File: src/rtl/pbirq_pkg.sv
// Package: shared defaults for the push-button interrupt latch.
// Assumes: flags occupy the upper half of a status word twice the button count wide.
package pbirq_pkg;
    localparam int unsigned DEF_NUM_BTN     = 4;
    localparam int unsigned DEF_SYNC_STAGES = 2;
    localparam logic        BTN_IDLE        = 1'b1;  // released level of an active-low button
endpackage

File: src/rtl/pbirq_sync.sv
// Module: pbirq_sync
// Multi-stage synchronizer for asynchronous active-low levels.
// Assumes: inputs idle high; reset loads the idle level so no false edge appears.
module pbirq_sync #(
    parameter int unsigned WIDTH  = 4,
    parameter int unsigned STAGES = 2
) (
    input  logic             clk,
    input  logic             rst_n,
    input  logic [WIDTH-1:0] async_in,
    output logic [WIDTH-1:0] sync_out
);
    logic [WIDTH-1:0] chain [STAGES];

    // Purpose: shift the raw level through the synchronizer chain.
    always_ff @(posedge clk) begin
        if (!rst_n) begin
            for (int s = 0; s < STAGES; s++) chain[s] <= {WIDTH{pbirq_pkg::BTN_IDLE}};
        end else begin
            chain[0] <= async_in;
            for (int s = 1; s < STAGES; s++) chain[s] <= chain[s-1];
        end
    end

    assign sync_out = chain[STAGES-1];
endmodule

File: src/rtl/pbirq_clear_reg.sv
// Module: pbirq_clear_reg
// Host-written clear register; each bit stays set until the host writes it back to 0.
// Assumes: a write replaces all bits at once.
module pbirq_clear_reg #(
    parameter int unsigned WIDTH = 4
) (
    input  logic             clk,
    input  logic             rst_n,
    input  logic             wr_en,
    input  logic [WIDTH-1:0] wr_data,
    output logic [WIDTH-1:0] clr_q
);
    // Purpose: capture the clear bits on a write strobe.
    always_ff @(posedge clk) begin
        if (!rst_n)     clr_q <= '0;
        else if (wr_en) clr_q <= wr_data;
    end
endmodule

File: src/rtl/pbirq_flag_cell.sv
// Module: pbirq_flag_cell
// One button: detects the falling edge of the synchronized level and latches an active-low flag.
// Assumes: a held clear beats a press detected in the same cycle.
module pbirq_flag_cell (
    input  logic clk,
    input  logic rst_n,
    input  logic sync_n,
    input  logic clr,
    output logic flag_n
);
    logic prev_n;
    logic fall;

    assign fall = prev_n & ~sync_n;

    // Purpose: remember the last synchronized level for edge detection.
    always_ff @(posedge clk) begin
        if (!rst_n) prev_n <= pbirq_pkg::BTN_IDLE;
        else        prev_n <= sync_n;
    end

    // Purpose: set the flag on a press, release it on a clear (clear wins).
    always_ff @(posedge clk) begin
        if (!rst_n)    flag_n <= 1'b1;
        else if (clr)  flag_n <= 1'b1;
        else if (fall) flag_n <= 1'b0;
    end
endmodule

File: src/rtl/pbirq_latch.sv
// Module: pbirq_latch (top)
// Latches per-button interrupt flags, exposes them in a status word and drives a shared
// active-low interrupt line.
// Assumes: the host sets a clear bit and then releases it; buttons are raw asynchronous levels.
module pbirq_latch #(
    parameter int unsigned NUM_BTN     = pbirq_pkg::DEF_NUM_BTN,
    parameter int unsigned SYNC_STAGES = pbirq_pkg::DEF_SYNC_STAGES,
    localparam int unsigned REG_W      = 2 * NUM_BTN
) (
    input  logic               clk,
    input  logic               rst_n,
    input  logic [NUM_BTN-1:0] btn_n,
    input  logic               clr_wr_en,
    input  logic [NUM_BTN-1:0] clr_wr_data,
    output logic [REG_W-1:0]   status,
    output logic               irq_n
);
    logic [NUM_BTN-1:0] btn_sync_n;
    logic [NUM_BTN-1:0] clr_hold;
    logic [NUM_BTN-1:0] flag_n;

    pbirq_sync #(.WIDTH(NUM_BTN), .STAGES(SYNC_STAGES)) u_sync (
        .clk      (clk),
        .rst_n    (rst_n),
        .async_in (btn_n),
        .sync_out (btn_sync_n)
    );

    pbirq_clear_reg #(.WIDTH(NUM_BTN)) u_clr (
        .clk     (clk),
        .rst_n   (rst_n),
        .wr_en   (clr_wr_en),
        .wr_data (clr_wr_data),
        .clr_q   (clr_hold)
    );

    for (genvar i = 0; i < NUM_BTN; i++) begin : g_cell
        pbirq_flag_cell u_cell (
            .clk    (clk),
            .rst_n  (rst_n),
            .sync_n (btn_sync_n[i]),
            .clr    (clr_hold[i]),
            .flag_n (flag_n[i])
        );
    end

    // Purpose: flags in the upper half, lower half reads zero.
    assign status = {flag_n, {NUM_BTN{1'b0}}};
    // Purpose: interrupt low while any flag is pending.
    assign irq_n  = &flag_n;
endmodule

File: config.mk
export PLATFORM = sky130hd
export DESIGN_NAME = pbirq_latch
export DESIGN_NICKNAME = d
export VERILOG_FILES = /design/src/rtl/pbirq_pkg.sv /design/src/rtl/pbirq_sync.sv /design/src/rtl/pbirq_clear_reg.sv /design/src/rtl/pbirq_flag_cell.sv /design/src/rtl/pbirq_latch.sv
export SDC_FILE = /design/constraint.sdc
export NUM_CORES = 1
export LEC_CHECK = 0
export BUFFER_PORTS_ARGS = -buffer_cell sky130_fd_sc_hd__buf_2
export CAP_MARGIN = 20
export CORE_UTILIZATION = 35
export DETAILED_ROUTE_END_ITERATION = 16
export GPL_ROUTABILITY_DRIVEN = 1
export GPL_TIMING_DRIVEN = 0
export PLACE_DENSITY_LB_ADDON = 0.08
export RECOVER_POWER = 25
export SYNTH_ARGS = -nofsm -noshare
export SYNTH_HDL_FRONTEND = slang
export SYNTH_SLANG_ARGS = --single-unit
File: constraint.sdc
create_clock -name clk -period 0.8 [get_ports clk]
set_input_delay 0.04 -clock clk [delete_from_list [all_inputs] [get_ports clk]]
set_output_delay 0.04 -clock clk [all_outputs]
set_load 0.005 [all_outputs]
==> impl_metrics.ini, run 1 <==
[routing]
vias_per_cell = 4.017
vias = 466
drc_errors = 0
drt_iter0_drc = 1
ant_nets = 0
drt_pass1_iterations = 2
wire_per_inst_microns = 8.750
routed_wirelength_mm = 1.015

[synth]
synth_area_leader_cell = dfxtp_1
ys_top_cells_by_area = dfxtp_1 (59%), nand2b_1 (13%), buf_4 (8.8%)
synth_area_sq_um = 679.4
yosysTopAreaCellShare_pct = 58.93
synth.avg_cell_area_sq_um = 11.14
syn_inst = 61
ys_warn_count = 0
synth_seq_area_share_pct = 58.93
synth.distinct_cells = 11
ys_seq_elements = 20

[power_and_ir_drop]
leakagePower_nw = 0.4616
p_clk_share_pct = 30.5
switching_share_pct = 20.10
p_int_mw = 1.461
p_switching_mw = 0.3674
power_density_nw_per_um2 = 1850
seqPwrFrac_pct = 58.4
p_total_mw = 1.828
ir_drop_mv = 1.008
combPwrFrac_pct = 11.1

[sta]
min_period_ns = 0.9734
hold_viol = 0
finalMaxSlewViolations = 0
skew_ns = 0.002538
worst_slack_ns = -0.1734
max_freq_mhz = 1027
fin_crit_sh_pct = 121.7
rsz0062_at_grt = true
setup_viol = 8

[clocking]
clockBufferDepth = 2
cts_root_buf = clkbuf_4
worstSkewPairLatency_ns = 0.29
cts_tree = done
numCtsBuffers = 3
clkTransAtPathRegs_ns = 0.11
cts.sinks = 20
htree_levels = 1

[finish]
drive_gt1_share_pct = 46.15
final_cells = 116
antennaDiodeCount = 0
multiInputGateArea_sq_um = 246.5
utilization_pct = 56.03
regArea_sq_um = 410.4
filler_cell_count = 187
synthToLayoutAreaGrowth_pct = 45.49
fin_nets = 103
fin_area_sq_um = 988.4

[floorplan]
row_count = 15
fp.dieW_microns = 46.06
ioPinCount = 20
dieArea_sq_um = 2122
die_y_microns = 46.06
core_area_sq_um = 1764
start_util_pct = 38.51

[worst_hold_path]
min_to = g_cell[1].u_cell.prev_n$_SDFF_PN1_
min_path_type = in -> reg
hold_path.startpoint = rst_n
holdPathStages = 2

[setup_path]
reg2reg_from = u_sync.chain[0][4]$_SDFF_PN1_
path_cells = and4_1 -> buf_2
critPathMaxFanout = 3
cp.arrival_ns = 0.93
path_class = reg -> out
cp.required_ns = 0.76
r2r_cells = 2
worst_setup_path_end_kind = output port
slowest_stage = dfxtp_2
rr_endpoint = g_cell[0].u_cell.flag_n$_SDFFE_PP1P_
r2r_setup_slack_ns = -0.05
startpoint_type = flop
cpPeakStageDelay_ns = 0.34

[grt]
grt_max_degree = 12
grt_pass1_wl_mm = 1.621
overflow = 0
grt_pass1_vias = 406
antenna_found_initial = 0
grtUsageTotal_pct = 11.18

[placed_design]
routabilityCongestion = 0.6569
placed_cells = 103
place_area_sq_um = 792.0
io_buffers = 14

[flow_run]
cap_violations = 0

[outcome]
violations = negative setup slack
status = finished with violations
flip-flops by register name, indices dropped and copies added (netlist names):
signal,cells
g_cell.u_cell.flag_n,4
g_cell.u_cell.prev_n,4
u_clr.clr_q,4
u_sync.chain,8
stage by stage:
stage / setup slack [ns] / setup TNS, ns / hold slack (ns)
3_3_place_gp: -0.009414 / -0.02450 / 0.2188
2_1_floorplan: 0.008098 / 0 / 0.1415
3_5_place_dp: -0.01921 / -0.05036 / 0.2235
5_1_grt: -0.2426 / -0.9151 / 0.03042
4_1_cts: -0.1825 / -0.6247 / 0.02699
6_report: -0.1734 / -0.5790 / 0.03822
area by class of cell:
class,count,share of cell area [%]
multi-input combinational,33,24.94
sequential,20,41.52
tap,25,3.165
buffer,10,7.848
timing repair buffer,23,18.48
clock buffer,4,3.671
inverter,1,0.3797
cells in the mapped netlist:
| master | number |
|---|---|
| clkbuf_2 | 2 |
| mux2i_1 | 4 |
| buf_4 | 8 |
| conb_1 | 1 |
| nor2_1 | 4 |
| and4_1 | 1 |
| inv_2 | 1 |
| nand2b_1 | 14 |
| or2b_1 | 2 |
| a211o_1 | 4 |
| dfxtp_1 | 20 |
worst max-delay path: cells and delay by family (launching register included):
family | cells | cell delay (ns)
and+or+nand+nor | 1 | 0.18
DFF | 1 | 0.34
buffers and inverters | 1 | 0.12
layout by cell type (no fill, tap or decap):
| cell type | instances |
|---|---|
| nand2b_4 | 4 |
| dlygate4sd3_1 | 8 |
| buf_4 | 7 |
| conb_1 | 4 |
| mux2i_1 | 4 |
| buf_2 | 10 |
| inv_2 | 1 |
| nand2b_1 | 10 |
| clkbuf_4 | 3 |
| or2b_1 | 2 |
| buf_6 | 6 |
| nor2_1 | 4 |
| dfxtp_2 | 8 |
| clkbuf_2 | 2 |
| clkbuf_8 | 1 |
| dfxtp_1 | 12 |
| a211o_1 | 4 |
| and4_1 | 1 |
cells by family (layout without fill, tap and decap cells):
| kind of cell | after synthesis | in the layout | share of synthesized area [%] |
|---|---|---|---|
| other | 1 | 4 | 0.5520 |
| muxes | 4 | 4 | 5.893 |
| and+or+nand+nor | 21 | 21 | 18.60 |
| DFF | 20 | 20 | 58.93 |
| buffers and inverters | 11 | 38 | 10.87 |
| AOI/OAI and AO/OA | 4 | 4 | 5.156 |
layer usage:
layer  global-route usage, %  vias up  share of wire (%)
li1                        -      242                  -
met4                   8.824        0               0.89
met2                   19.44       16                 52
met1                   11.46      206                 42
met3                   2.353        2                5.2
met5                       0        -                  0
what timing repair did:
item	CTS	global route
gates resized for setup	16	2
buffers inserted	0	1
pin swaps	3	2
setup endpoints to repair	9	9
cloned	0	0
endpoints found under the hold margin	8	0
hold buffers	8	0
worst max path at each step:
stage / startpoint / to / cells after the start
6_report: g_cell[2].u_cell.flag_n$_SDFFE_PP1P_ / irq_n / 2
3_5_place_dp: u_sync.chain[0][7]$_SDFF_PN1_ / g_cell[3].u_cell.flag_n$_SDFFE_PP1P_ / 2
3_3_place_gp: u_sync.chain[0][7]$_SDFF_PN1_ / g_cell[3].u_cell.flag_n$_SDFFE_PP1P_ / 2
2_1_floorplan: u_sync.chain[0][5]$_SDFF_PN1_ / g_cell[1].u_cell.flag_n$_SDFFE_PP1P_ / 2
5_1_grt: g_cell[2].u_cell.flag_n$_SDFFE_PP1P_ / irq_n / 2
4_1_cts: g_cell[2].u_cell.flag_n$_SDFFE_PP1P_ / irq_n / 2
power by group through the flow:
| stage | logic [mW] | clock network (mW) | registers, mW |
|---|---|---|---|
| 2_1_floorplan | 0.102 | 0 | 1.08 |
| 3_3_place_gp | 0.145 | 0 | 1.08 |
| 3_5_place_dp | 0.147 | 0 | 1.08 |
| 4_1_cts | 0.197 | 0.589 | 1.07 |
| 5_1_grt | 0.225 | 0.627 | 1.07 |
| 6_report | 0.203 | 0.557 | 1.07 |
Power figures use the tool's default switching activity.
==> run 2: changes to the inputs <==
- SKIP_CTS_REPAIR_TIMING: unset -> 1
==> run 2 against run 1 <==
Net effect: the run ends with negative hold slack, negative setup slack left; hold slack worse by 0.043 ns; global-route usage is 1.6 points lower; wire length is 3.7% lower; sequential cell count stayed put; count of clock-buffer cells in the layout stayed put; combinational power is 5% lower; non-clock buffer count is 3 lower; sequential share of layout area is 1.0 points higher; die area stayed put; critical path depth stayed put; first-iteration DRC count stayed put; setup slack better by 0.00056 ns; critical path type unchanged; largest cell class unchanged; highest routed layer unchanged.
==> impl_metrics.ini, run 2 (synthesized netlist as in run 1, its figures left out) <==
[clocking]
cts.sinks = 20
clkTransAtPathRegs_ns = 0.10
clockBufferDepth = 2
worstSkewPairLatency_ns = 0.29
cts_tree = done
cts_root_buf = clkbuf_4
htree_levels = 1
numCtsBuffers = 3

[placed_design]
place_area_sq_um = 792.0
io_buffers = 14
placed_cells = 103
routabilityCongestion = 0.6569
dp_slack_ns = -0.01921

[setup_path]
cp.arrival_ns = 0.93
path_cells = and4_1 -> buf_2
path_delay_family = flip-flops
worst_setup_path_end_kind = output port
critPathBufInv = 1
critPathMaxFanout = 3
r2r_cells = 2
reg2reg_from = u_sync.chain[0][4]$_SDFF_PN1_
path_class = reg -> out
slowest_stage = dfxtp_2
cp.required_ns = 0.76
cpPeakStageDelay_ns = 0.37
path_depth = 2
crit_path_start = g_cell[1].u_cell.flag_n$_SDFFE_PP1P_
startpoint_type = flop

[worst_hold_path]
min_path_type = in -> reg
hold_path.startpoint = clr_wr_data[1]
holdPathStages = 3

[finish]
antennaDiodeCount = 0
filler_cell_count = 187
regArea_sq_um = 410.4
fin_nets = 100
final_cells = 113
synthToLayoutAreaGrowth_pct = 41.99
fin_area_sq_um = 964.7
largest_reg_flops = 8
multiInputGateArea_sq_um = 246.5
layout_common_cells = dfxtp_1 (12), nand2b_1 (10), buf_2 (10)
top_register = u_sync.chain
final_common_cell = dfxtp_1
drive_gt1_share_pct = 46.59

[floorplan]
fp.dieW_microns = 46.06
ioPinCount = 20
row_count = 15
die_y_microns = 46.06
dieArea_sq_um = 2122
start_util_pct = 38.51
core_area_sq_um = 1764

[grt]
grt_max_degree = 12
grt_pass1_wl_mm = 1.380
overflow = 0
grtUsageTotal_pct = 9.633
antenna_found_initial = 0
grt_pass1_vias = 334

[power_and_ir_drop]
power_density_nw_per_um2 = 1884
leakagePower_nw = 0.4507
p_total_mw = 1.817
ir_drop_mv = 1.008

[flow_run]
cap_violations = 0

[sta]
rsz0062_at_grt = true
whs_ns = -0.005165
max_freq_mhz = 1028
min_period_ns = 0.9728
tns_ns = -0.5274
worst_slack_ns = -0.1728
setup_viol = 7
skew_ns = 0.003045
finalMaxSlewViolations = 0
fin_crit_sh_pct = 121.6
hold_viol = 1

[outcome]
status = finished with violations
violations = negative hold slack, negative setup slack

[routing]
wire_per_inst_microns = 8.646
vias_per_cell = 3.991
drt_iter0_drc = 1
routed_wirelength_microns = 977
vias = 451
drt_pass1_iterations = 2
drc_errors = 0
ant_nets = 0
-- run 2: changes by cell type in the layout (fill, tap and decap cells not counted), sizes merged --
cell,delta
buf,-1
dlygate4sd3,-2
-- run 2: per-stage QoR --
step | util, % | hold WS (ns)
after CTS | 46.95 | -0.08842
after global placement | 44.89 | 0.2188
final | 54.68 | -0.005165
after global routing | 54.68 | 0.009223
after floorplan | - | 0.1415
after detailed placement | 44.89 | 0.2235
-- run 2: worst register-to-register path: cells and delay by family (launching register included) --
family,cells,cell delay [ns]
flops,1,0.33
simple gates,1,0.12
compound gates,1,0.25
-- run 2: layout make-up --
cell class,instances,area share [%]
clock buffers,4,3.761
flip-flops and latches,20,42.54
repair buffers,20,16.08
well taps,25,3.243
inverters,1,0.3891
multi-input cells,33,25.55
plain buffers,10,8.431
-- run 2: layer usage --
layer  wire, microns  global-route usage [%]
met1             404                   10.98
met2             504                   14.65
met3              59                   2.353
met4               9                   8.824
met5               0                       0
-- run 2: where the power goes --
part | switching, mW | total (mW) | internal, mW | leakage, nW
clock | 0.279 | 0.556 | 0.277 | 0.0210
sequential | 0.0250 | 1.07 | 1.04 | 0.162
combinational | 0.0604 | 0.192 | 0.132 | 0.268
-- run 2: final timing paths --
kind	to	slack, ns
max	irq_n	-0.17
max reg2reg	g_cell[0].u_cell.flag_n$_SDFFE_PP1P_	-0.01
min reg2reg	u_sync.chain[0][4]$_SDFF_PN1_	0.42
min	u_clr.clr_q[1]$_SDFFE_PN0P_	-0.005
